## config.mk

```make
export PLATFORM = sky130hd
export DESIGN_NAME = serial_rx_buffer
export DESIGN_NICKNAME = d
export VERILOG_FILES = /design/src/rtl/serial_rx_pkg.sv /design/src/rtl/serial_rx_shifter.sv /design/src/rtl/serial_rx_fifo.sv /design/src/rtl/serial_rx_status.sv /design/src/rtl/serial_rx_buffer.sv
export SDC_FILE = /design/constraint.sdc
export NUM_CORES = 1
export LEC_CHECK = 0
export CAP_MARGIN = 20
export CORE_UTILIZATION = 25
export DETAILED_ROUTE_END_ITERATION = 10
export PLACE_DENSITY = 0.39
export SLEW_MARGIN = 20
export SYNTH_ARGS = -nofsm -noshare
export SYNTH_HDL_FRONTEND = slang
export SYNTH_SLANG_ARGS = --single-unit
```

## constraint.sdc

```tcl
create_clock -name clk -period 9.3 [get_ports clk]
set_input_delay 1.395 -clock clk [delete_from_list [all_inputs] [get_ports clk]]
set_output_delay 1.395 -clock clk [all_outputs]
set_load 0.005 [all_outputs]
```

## src/rtl/serial_rx_pkg.sv

```systemverilog
package serial_rx_pkg;

    localparam int WORD_W = 32;

    typedef struct packed {
        logic              valid;
        logic [WORD_W-1:0] data;
    } rx_word_t;

    function automatic logic [5:0] wlen_bits(input logic [2:0] code);
        logic [5:0] n;
        case (code)
            3'd0:    n = 6'd8;
            3'd1:    n = 6'd12;
            3'd2:    n = 6'd16;
            3'd3:    n = 6'd20;
            3'd4:    n = 6'd24;
            default: n = 6'd32;
        endcase
        return n;
    endfunction

    function automatic logic [WORD_W-1:0] bit_rev(input logic [WORD_W-1:0] v);
        logic [WORD_W-1:0] r;
        for (int i = 0; i < WORD_W; i++) r[i] = v[WORD_W-1-i];
        return r;
    endfunction

    function automatic logic [WORD_W-1:0] low_mask(input logic [5:0] n);
        logic [WORD_W-1:0] m;
        for (int i = 0; i < WORD_W; i++) m[i] = (i < int'(n));
        return m;
    endfunction

endpackage

```

## src/rtl/serial_rx_shifter.sv

```systemverilog
module serial_rx_shifter
    import serial_rx_pkg::*;
(
    input  logic       clk,
    input  logic       rst,
    input  logic       bit_en,
    input  logic       ser_in,
    input  logic       fsync,
    input  logic [2:0] cfg_wlen,
    input  logic [1:0] cfg_order,
    output rx_word_t   word_out
);
    logic [WORD_W-1:0] shift_q, base_shift, next_shift;
    logic [5:0]        cnt_q, base_cnt, nbits;
    logic              last_bit;

    always_comb begin
        nbits      = wlen_bits(cfg_wlen);
        base_shift = fsync ? '0 : shift_q;
        base_cnt   = fsync ? '0 : cnt_q;
        next_shift = {base_shift[WORD_W-2:0], ser_in};
        last_bit   = bit_en && (base_cnt >= nbits - 6'd1);
        word_out.valid = last_bit;
        if (cfg_order == 2'b01)
            word_out.data = bit_rev(next_shift) >> (6'd32 - nbits);
        else
            word_out.data = next_shift & low_mask(nbits);
    end

    always_ff @(posedge clk) begin
        if (rst) begin
            shift_q <= '0;
            cnt_q   <= '0;
        end else if (bit_en) begin
            if (last_bit) begin
                shift_q <= '0;
                cnt_q   <= '0;
            end else begin
                shift_q <= next_shift;
                cnt_q   <= base_cnt + 6'd1;
            end
        end else if (fsync) begin
            shift_q <= '0;
            cnt_q   <= '0;
        end
    end

    assert_cnt_bound_R5: assert property (@(posedge clk) disable iff (rst)
        cnt_q < 6'd32);

    assert_fsync_restart_R6: assert property (@(posedge clk) disable iff (rst)
        (fsync && !bit_en) |=> (cnt_q == 6'd0));

endmodule

```

## src/rtl/serial_rx_fifo.sv

```systemverilog
module serial_rx_fifo
    import serial_rx_pkg::*;
#(
    parameter int DEPTH = 16,
    localparam int PTR_W = (DEPTH > 1) ? $clog2(DEPTH) : 1,
    localparam int LVL_W = $clog2(DEPTH + 1)
) (
    input  logic              clk,
    input  logic              rst,
    input  rx_word_t          push,
    input  logic              pop,
    output logic [WORD_W-1:0] head,
    output logic              empty,
    output logic              full,
    output logic              dropped,
    output logic [LVL_W-1:0]  level
);
    logic [WORD_W-1:0] mem [DEPTH];
    logic [PTR_W-1:0]  wr_ptr, rd_ptr;
    logic              do_push, do_pop;

    assign empty   = (level == '0);
    assign full    = (level == LVL_W'(DEPTH));
    assign do_push = push.valid && !full;
    assign do_pop  = pop && !empty;
    assign dropped = push.valid && full;
    assign head    = mem[rd_ptr];

    function automatic logic [PTR_W-1:0] ptr_inc(input logic [PTR_W-1:0] p);
        return (p == PTR_W'(DEPTH - 1)) ? '0 : p + PTR_W'(1);
    endfunction

    always_ff @(posedge clk) begin
        if (do_push) mem[wr_ptr] <= push.data;
    end

    always_ff @(posedge clk) begin
        if (rst) begin
            wr_ptr <= '0;
            rd_ptr <= '0;
            level  <= '0;
        end else begin
            if (do_push) wr_ptr <= ptr_inc(wr_ptr);
            if (do_pop)  rd_ptr <= ptr_inc(rd_ptr);
            case ({do_push, do_pop})
                2'b10:   level <= level + LVL_W'(1);
                2'b01:   level <= level - LVL_W'(1);
                default: level <= level;
            endcase
        end
    end

    assert_level_bound_R10: assert property (@(posedge clk) disable iff (rst)
        level <= LVL_W'(DEPTH));

    assert_full_holds_R10: assert property (@(posedge clk) disable iff (rst)
        (full && !pop) |=> full);

    assert_empty_pop_R9: assert property (@(posedge clk) disable iff (rst)
        (empty && pop && !push.valid) |=> empty);

endmodule

```

## src/rtl/serial_rx_status.sv

```systemverilog
module serial_rx_status #(
    parameter int LVL_W = 5
) (
    input  logic             clk,
    input  logic             rst,
    input  logic [LVL_W-1:0] level,
    input  logic [LVL_W-1:0] thresh,
    input  logic             dropped,
    input  logic             ovr_clr,
    output logic             req,
    output logic             overrun
);
    assign req = (thresh != '0) && (level >= thresh);

    always_ff @(posedge clk) begin
        if (rst)          overrun <= 1'b0;
        else if (dropped) overrun <= 1'b1;
        else if (ovr_clr) overrun <= 1'b0;
    end

    assert_sticky_R10: assert property (@(posedge clk) disable iff (rst)
        (overrun && !ovr_clr) |=> overrun);

    assert_set_prio_R11: assert property (@(posedge clk) disable iff (rst)
        dropped |=> overrun);

endmodule

```

## src/rtl/serial_rx_buffer.sv

```systemverilog
module serial_rx_buffer
    import serial_rx_pkg::*;
#(
    parameter int DEPTH = 16,
    localparam int LVL_W = $clog2(DEPTH + 1)
) (
    input  logic              clk,
    input  logic              rst,
    input  logic              bit_en,
    input  logic              ser_in,
    input  logic              fsync,
    input  logic [2:0]        cfg_wlen,
    input  logic [1:0]        cfg_order,
    input  logic [LVL_W-1:0]  cfg_thresh,
    input  logic              rd_en,
    output logic [WORD_W-1:0] rd_data,
    output logic              req,
    input  logic              overrun_clr,
    output logic              overrun
);
    rx_word_t          word;
    logic [WORD_W-1:0] head;
    logic              empty, full, dropped;
    logic [LVL_W-1:0]  level;

    serial_rx_shifter u_shift (
        .clk(clk), .rst(rst), .bit_en(bit_en), .ser_in(ser_in), .fsync(fsync),
        .cfg_wlen(cfg_wlen), .cfg_order(cfg_order), .word_out(word)
    );

    serial_rx_fifo #(.DEPTH(DEPTH)) u_fifo (
        .clk(clk), .rst(rst), .push(word), .pop(rd_en), .head(head),
        .empty(empty), .full(full), .dropped(dropped), .level(level)
    );

    serial_rx_status #(.LVL_W(LVL_W)) u_stat (
        .clk(clk), .rst(rst), .level(level), .thresh(cfg_thresh),
        .dropped(dropped), .ovr_clr(overrun_clr), .req(req), .overrun(overrun)
    );

    always_ff @(posedge clk) begin
        if (rst)        rd_data <= '0;
        else if (rd_en) rd_data <= empty ? '0 : head;
    end

    assert_empty_read_zero_R9: assert property (@(posedge clk) disable iff (rst)
        (rd_en && empty) |=> (rd_data == '0));

endmodule

```

==> key figures, run 1 <==
Critical path
  – Flop2flop setup slack: 5.57 ns
  – Arrival time of the worst setup path: 7.17 ns
  – Crit. End Element: flop
  – Reg2reg path depth: 16
  – Crit path kind: in2reg
  – Critical Path RT: 9.84 ns
  – Crit Path Max Fanout: between 40 and 50
  – Nature of the critical path startpoint: primary input

Synth
  – Yosys warns: 0
  – EDFF count, synth: between 500 and 600
  – Register area share after synthesis: 0.712
  – Netlist cell types: 53
  – Seq cells post-synth: 599
  – Post-Syn Nets: 1399
  – Post-Syn Area per Cell: roughly 18 um^2
  – Most common flop cell mapped by yosys: edfxtp_1
  – Mapped Cells: 1361
  – Ys async rst share: 0
  – Mapped Area: between 20000 and 25000 um^2
  – Share of Yosys cell area claimed by the top area cell type: 0.640
  – Post-synth top area cell: edfxtp_1
  – Top cells by area, synth: edfxtp_1 (64%), mux4_2 (12%), dfxtp_1 (7.2%)

Hold path
  – Hold Path Depth: 2
  – Hold Crit Class: reg2reg

Finish
  – Most common cell after layout, fill and taps aside: edfxtp_1
  – Non-filler cells, final: between 2000 and 3000
  – Commonest cells after routing, fill and taps aside: edfxtp_1 (512), mux4_2 (129), nand2_1 (103)
  – Fraction of layout cells with a size suffix above 1: 0.206
  – Layout Area Growth over Synthesis: 18.5%
  – NumNets Final: 1483

Global route
  – Initial antenna violation count: 5
  – Largest net degree at the start of global routing: 54
  – Total congestion overflow: 0
  – Vias in the first global route: ~13000
  – GR Util All Layers: 0.137
  – First-pass GRT wire length: approximately 97000 um

Detailed routing
  – DRT antenna net count: 0
  – Drt pass-1 iters: 5
  – DR iter-0 viols: roughly 1100
  – Vias post-DR: between 10000 and 15000
  – # DRC: 0
  – Via/cell ratio: around 4.6
  – Total wire length: 66400 um
  – Wire length per cell: approximately 24 um

STA
  – Final worst slack: around 2.7 ns
  – F_max: roughly 150 MHz
  – RSZ-0062 raised after global routing: no
  – Final min period: approximately 6.6 ns
  – Fin Clk Skew: 0.0219 ns
  – WHS: ~0.46 ns
  – Setup_tns: 0 ns
  – Worst Max-Slew Pin Slew: 1.01 ns
  – Final hold vios: 0
  – Final Cycle Share: 0.714
  – Slew Limit Fails: 0
  – Slew headroom: 0.322
  – Setup Viol. Count Final: 0

Floorplanning
  – Starting Density: 0.253
  – Die ar.: approximately 97000 um^2
  – Rows: 113
  – Die H: between 300 and 400 um
  – Die Span X: around 310 um
  – Core ar.: approximately 95000 um^2
  – I/O pin count: approximately 50

Power
  – LEAKAGE: a little under 0.009 uW
  – Pwr/cell area: slightly below 200 nW/um^2
  – Total power: about 5600 uW
  – Maximum VDD drop: 100 uV

Placed design
  – Input/output buffers: 50
  – Number of cells after detailed placement: roughly 2600
  – GPL Wtd Cong: 0.800
  – Dpl ws: 2.18 ns
  – Final HPWL DP: between 40000 and 50000 um

Clocking
  – Clock root buffer: clkbuf_16
  – TritonCTS clock tree: yes
  – Clock Tree Buf Depth: 3
  – CTS Buf Count: 68
  – # hold bufs at CTS: 0
  – Clk_lat worst skew: roughly 0.61 ns
  – CTS resizes: 0
  – Sink Count: roughly 600
  – Post-CTS Setup Bufs: 0
  – H-tree levels: 3
  – Clock transition at path regs: around 0.06 ns

Outcome
  – Outcome: completed

Flow run
  – Max-cap viol count: 0
==> power by group <==
group | switching [uW] | internal [uW] | leakage (uW) | total [uW]
Combinational | 59.2 | 24.8 | 0.00233 | 84.0
Sequential | 0.897 | 2880 | 0.00537 | 2880
Clock | 1080 | 1540 | 0.00106 | 2620
Total | 1140 | 4440 | 0.00876 | 5580
==> stage by stage <==
| stage | instance area [um^2] | util |
|---|---|---|
| floorplan | 24000 | - |
| global placement | 26200 | 0.275 |
| detailed placement | 26300 | 0.276 |
| CTS | 28500 | 0.299 |
| global route | 28500 | 0.299 |
| finish | 28500 | 0.299 |
==> registers in the layout, indices dropped and copies added (netlist names), named ones only <==
register	count
u_shift.shift_q	31
u_fifo.wr_ptr	4
u_fifo.mem	512
rd_data	32
u_fifo.level	5
u_stat.overrun	1
u_fifo.rd_ptr	4
u_shift.cnt_q	6
==> cells in the mapped netlist, drive strengths merged (5+ instances only) <==
master,count
a32oi,8
nand3,8
ha,21
nor3,12
o221ai,32
a22o,8
clkbuf,36
nor2,72
o21ai,27
nand2,104
o22ai,9
dfxtp,87
nor2b,9
buf,45
inv,20
or3,5
a21oi,29
nand3b,12
nand2b,7
edfxtp,512
a22oi,33
xor2,6
mux4,129
mux2i,88
==> layer usage <==
metal  vias to the layer above  GRT usage  part of all wire
met3                        87     0.0221             0.043
met5                         -          0                 0
met2                       304      0.213              0.46
met4                         0     0.0312             0.019
met1                      6735      0.199              0.48
li1                       5634          -                 -
==> cells by family (layout without fill, tap and decap cells) <==
family                   after synthesis  in the layout  share of synthesized area
multiplexers                         220            220                      0.159
flip-flops                           599            599                      0.712
XOR/XNOR                               9              9                    0.00328
adder cells (fa/ha/maj)               21             21                     0.0109
AO/OA/AOI/OAI                        164            164                     0.0488
buffers and inverters                101            236                     0.0195
other                                  1              2                   0.000156
AND/OR/NAND/NOR                      246            246                     0.0460
==> area by class of cell <==
class / instances / area [um^2]
Sequential cell: 599 / 17100
Antenna cell: 1 / 2.50
Clock buffer: 84 / 1830
Tap cell: 1265 / 1580
Clock inverter: 37 / 334
Inverter: 20 / 75.1
Fill cell: 9348 / 66700
Timing Repair Buffer: 95 / 933
Multi-Input combinational cell: 661 / 6590
==> final timing paths <==
| path | startpoint | end |
|---|---|---|
| max | cfg_wlen[2] | u_fifo.level[4]$_SDFFE_PP0P_ |
| min | rd_data[3]$_SDFFE_PP0P_ | rd_data[3]$_SDFFE_PP0P_ |
| max reg2reg | u_shift.cnt_q[2]$_SDFF_PP0_ | u_fifo.level[4]$_SDFFE_PP0P_ |
| min reg2reg | rd_data[3]$_SDFFE_PP0P_ | rd_data[3]$_SDFFE_PP0P_ |
==> critical path, cell delays in order <==
cell	delay [ns]
clkdlybuf4s50_1	0.65
nand2b_1	0.74
inv_2	0.56
ha_1	0.46
buf_4	0.38
ha_1	0.31
nand2_1	0.08
o211ai_1	0.10
o211a_1	0.12
buf_4	0.20
and2_1	0.22
inv_1	0.25
ha_1	0.39
xor2_1	0.12
ha_1	0.23
a211o_1	0.27
a21oi_1	0.16
a221oi_1	0.07
or3_1	0.32
a21oi_1	0.14
Power figures use the tool's default switching activity.
==> run 2: changes to the inputs <==
--- a/config.mk
+++ b/config.mk
@@ -8,7 +8,7 @@
 export CAP_MARGIN = 20
 export CORE_UTILIZATION = 25
 export DETAILED_ROUTE_END_ITERATION = 10
-export PLACE_DENSITY = 0.39
+export PLACE_DENSITY = 0.4
 export SLEW_MARGIN = 20
 export SYNTH_ARGS = -nofsm -noshare
 export SYNTH_HDL_FRONTEND = slang
==> constraint.sdc (replaced) <==
create_clock -name clk -period 5.6 [get_ports clk]
set_input_delay 0.84 -clock clk [delete_from_list [all_inputs] [get_ports clk]]
set_output_delay 0.84 -clock clk [all_outputs]
set_load 0.005 [all_outputs]
==> run 2 against run 1 <==
Effect of this change:
- power up 66%
- register-to-register slack worse by 3.5 ns
- sequential power is 66% higher
- critical endpoint unchanged
==> key figures, run 2 (synthesized netlist as in run 1, its figures left out) <==
Finish
  – Fraction of layout cells with a size suffix above 1: 0.214 (+0.00784)
  – # diodes: 0 (-1)
  – Layout Area Growth over Synthesis: 18.9%
  – Fill cells: 9307 (-0.44%)
  – Max FFs per register: 512 (unchanged)
  – NumNets Final: 1501 (+1.2%)
  – Commonest cells after routing, fill and taps aside: edfxtp_1 (512), mux4_2 (129), nand2_1 (103)
  – Non-filler cells, final: 2781 (+0.69%)
  – Regs by FF count: u_fifo.mem: 512 flops, rd_data: 32 flops, u_shift.shift_q: 31 flops
  – Most common cell after layout, fill and taps aside: edfxtp_1
  – Largest reg by FF count: u_fifo.mem

STA
  – Setup_tns: 0 ns (unchanged)
  – Worst Max-Slew Pin Slew: 1.03 ns (+0.0231 ns)
  – Slew Limit Fails: 0 (unchanged)
  – Final min period: 4.56 ns
  – Setup Viol. Count Final: 0 (unchanged)
  – Slew headroom: 0.313 (-0.00921)
  – F_max: ~220 MHz
  – Final hold vios: 0 (unchanged)
  – RSZ-0062 raised after global routing: no
  – Final Cycle Share: 0.814
  – Fin Clk Skew: 0.0196 ns (-0.00227 ns)

Floorplanning
  – I/O pin count: 51 (unchanged)
  – Starting Density: 0.253 (unchanged)
  – Die Span X: 312 um (unchanged)
  – Die H: 312 um (unchanged)
  – Die ar.: 97400 um^2 (unchanged)
  – Rows: 113 (unchanged)
  – Core ar.: 95200 um^2 (unchanged)

Clocking
  – CTS resizes: 0 (unchanged)
  – TritonCTS clock tree: yes
  – # hold bufs at CTS: 0 (unchanged)
  – Sink Count: 599 (unchanged)
  – H-tree levels: 3 (unchanged)
  – Clk_lat worst skew: 0.61 ns (about the same)
  – Clock Tree Buf Depth: 3 (unchanged)
  – Post-CTS Setup Bufs: 0 (unchanged)
  – Clock transition at path regs: 0.06 ns (about the same)
  – Clock root buffer: clkbuf_16
  – CTS Buf Count: 69 (+1.5%)

Critical path
  – Arrival time of the worst setup path: 5.07 ns (-2.10 ns)
  – Crit. End Element: flop
  – Critical Path RT: 6.11 ns (-3.73 ns)
  – Nature of the critical path startpoint: primary input
  – Crit path kind: in2reg
  – Crit Path Max Fanout: 34 (-19%)

Global route
  – Largest net degree at the start of global routing: 57 (+5.6%)
  – Total congestion overflow: 0 (unchanged)
  – First-pass GRT wire length: 95400 um (-1.4%)
  – Initial antenna violation count: 1 (-4)
  – Vias in the first global route: 13500 (+0.87%)
  – GR Util All Layers: 0.134 (-0.00273)

Detailed routing
  – # DRC: 0 (unchanged)
  – Via/cell ratio: 4.62 (about the same)
  – Drt pass-1 iters: 6 (+1)
  – Vias post-DR: 12800 (+0.65%)
  – Total wire length: 65200 um (-1.9%)
  – DRT antenna net count: 0 (unchanged)
  – Wire length per cell: 23.4 um (-2.5%)
  – DR iter-0 viols: 951 (-14%)

Flow run
  – Max-cap viol count: 0 (unchanged)

Placed design
  – Final HPWL DP: 38400 um (-6.9%)
  – Number of cells after detailed placement: 2657 (+0.64%)
  – GPL Wtd Cong: 0.825 (+3.2%)
  – Input/output buffers: 50 (unchanged)

Power
  – LEAKAGE: 0.00890 uW (+1.6%)
  – Pwr/cell area: 324 nW/um^2 (+65%)
  – Total power: 9270 uW (+66%)
  – Maximum VDD drop: 165 uV (+64%)

Hold path
  – Hold Crit Class: reg2reg

Outcome
  – Outcome: completed
## run 2: path summary, 6_finish.rpt
| check | slack, ns | cells after the start | to | start |
|---|---|---|---|---|
| worst min-delay path | 0.47 | 2 | rd_data[25]$_SDFFE_PP0P_ | rd_data[25]$_SDFFE_PP0P_ |
| worst min register to register | 0.47 | 2 | rd_data[25]$_SDFFE_PP0P_ | rd_data[25]$_SDFFE_PP0P_ |
| worst max register to register | 2.10 | 12 | u_fifo.level[4]$_SDFFE_PP0P_ | u_fifo.level[1]$_SDFFE_PP0P_ |
| worst max-delay path | 1.04 | 18 | u_fifo.level[4]$_SDFFE_PP0P_ | cfg_wlen[2] |
## run 2: where the power goes
part | total [uW] | leakage (uW) | switching (uW) | internal [uW]
Combinational | 139 | 0.00233 | 96.7 | 42.3
Sequential | 4790 | 0.00550 | 1.58 | 4780
Clock | 4340 | 0.00107 | 1810 | 2530
Total | 9270 | 0.00890 | 1910 | 7350
## run 2: worst max-delay path, cell delays in order
cell and delay [ns]:
clkdlybuf4s50_1 0.62, nand2b_1 0.28, inv_2 0.07, buf_4 0.38, ha_1 0.31, a21oi_1 0.18, o211ai_1 0.11, o211a_1 0.14
and2_1 0.19, inv_1 0.24, ha_1 0.38, xor2_1 0.12, ha_1 0.22, a211o_1 0.28, a21oi_1 0.15, a221oi_1 0.08
or3_1 0.32, a21oi_1 0.14
## run 2: final cells by class
cell class,instances,area [um^2],share of cell area
inverters,20,75.1,0.00263
clock buffers,93,1890,0.0661
flip-flops and latches,599,17100,0.600
repair buffers,112,1030,0.0360
multi-input cells,661,6580,0.230
clock inverters,31,289,0.0101
well taps,1265,1580,0.0554
## run 2: through the flow
| stage | setup slack [ns] | util | hold WS [ns] | cell area, um^2 |
|---|---|---|---|---|
| after global routing | 0.778 | 0.300 | 0.502 | 28600 |
| after global placement | 0.541 | 0.277 | 0.458 | 26400 |
| after CTS | 1.13 | 0.300 | 0.482 | 28600 |
| after detailed placement | 0.501 | 0.277 | 0.465 | 26400 |
| final | 1.04 | 0.300 | 0.472 | 28600 |
| after floorplan | 0.0397 | - | 0.457 | 24000 |
## run 2: routing by layer
layer / GRT usage / wire length, um / vias up
met4: 0.0409 / 1640 / 0
met1: 0.188 / 30900 / 6763
met2: 0.211 / 30000 / 298
met3: 0.0227 / 2610 / 106
li1: - / - / 5676
met5: 0 / 0 / -
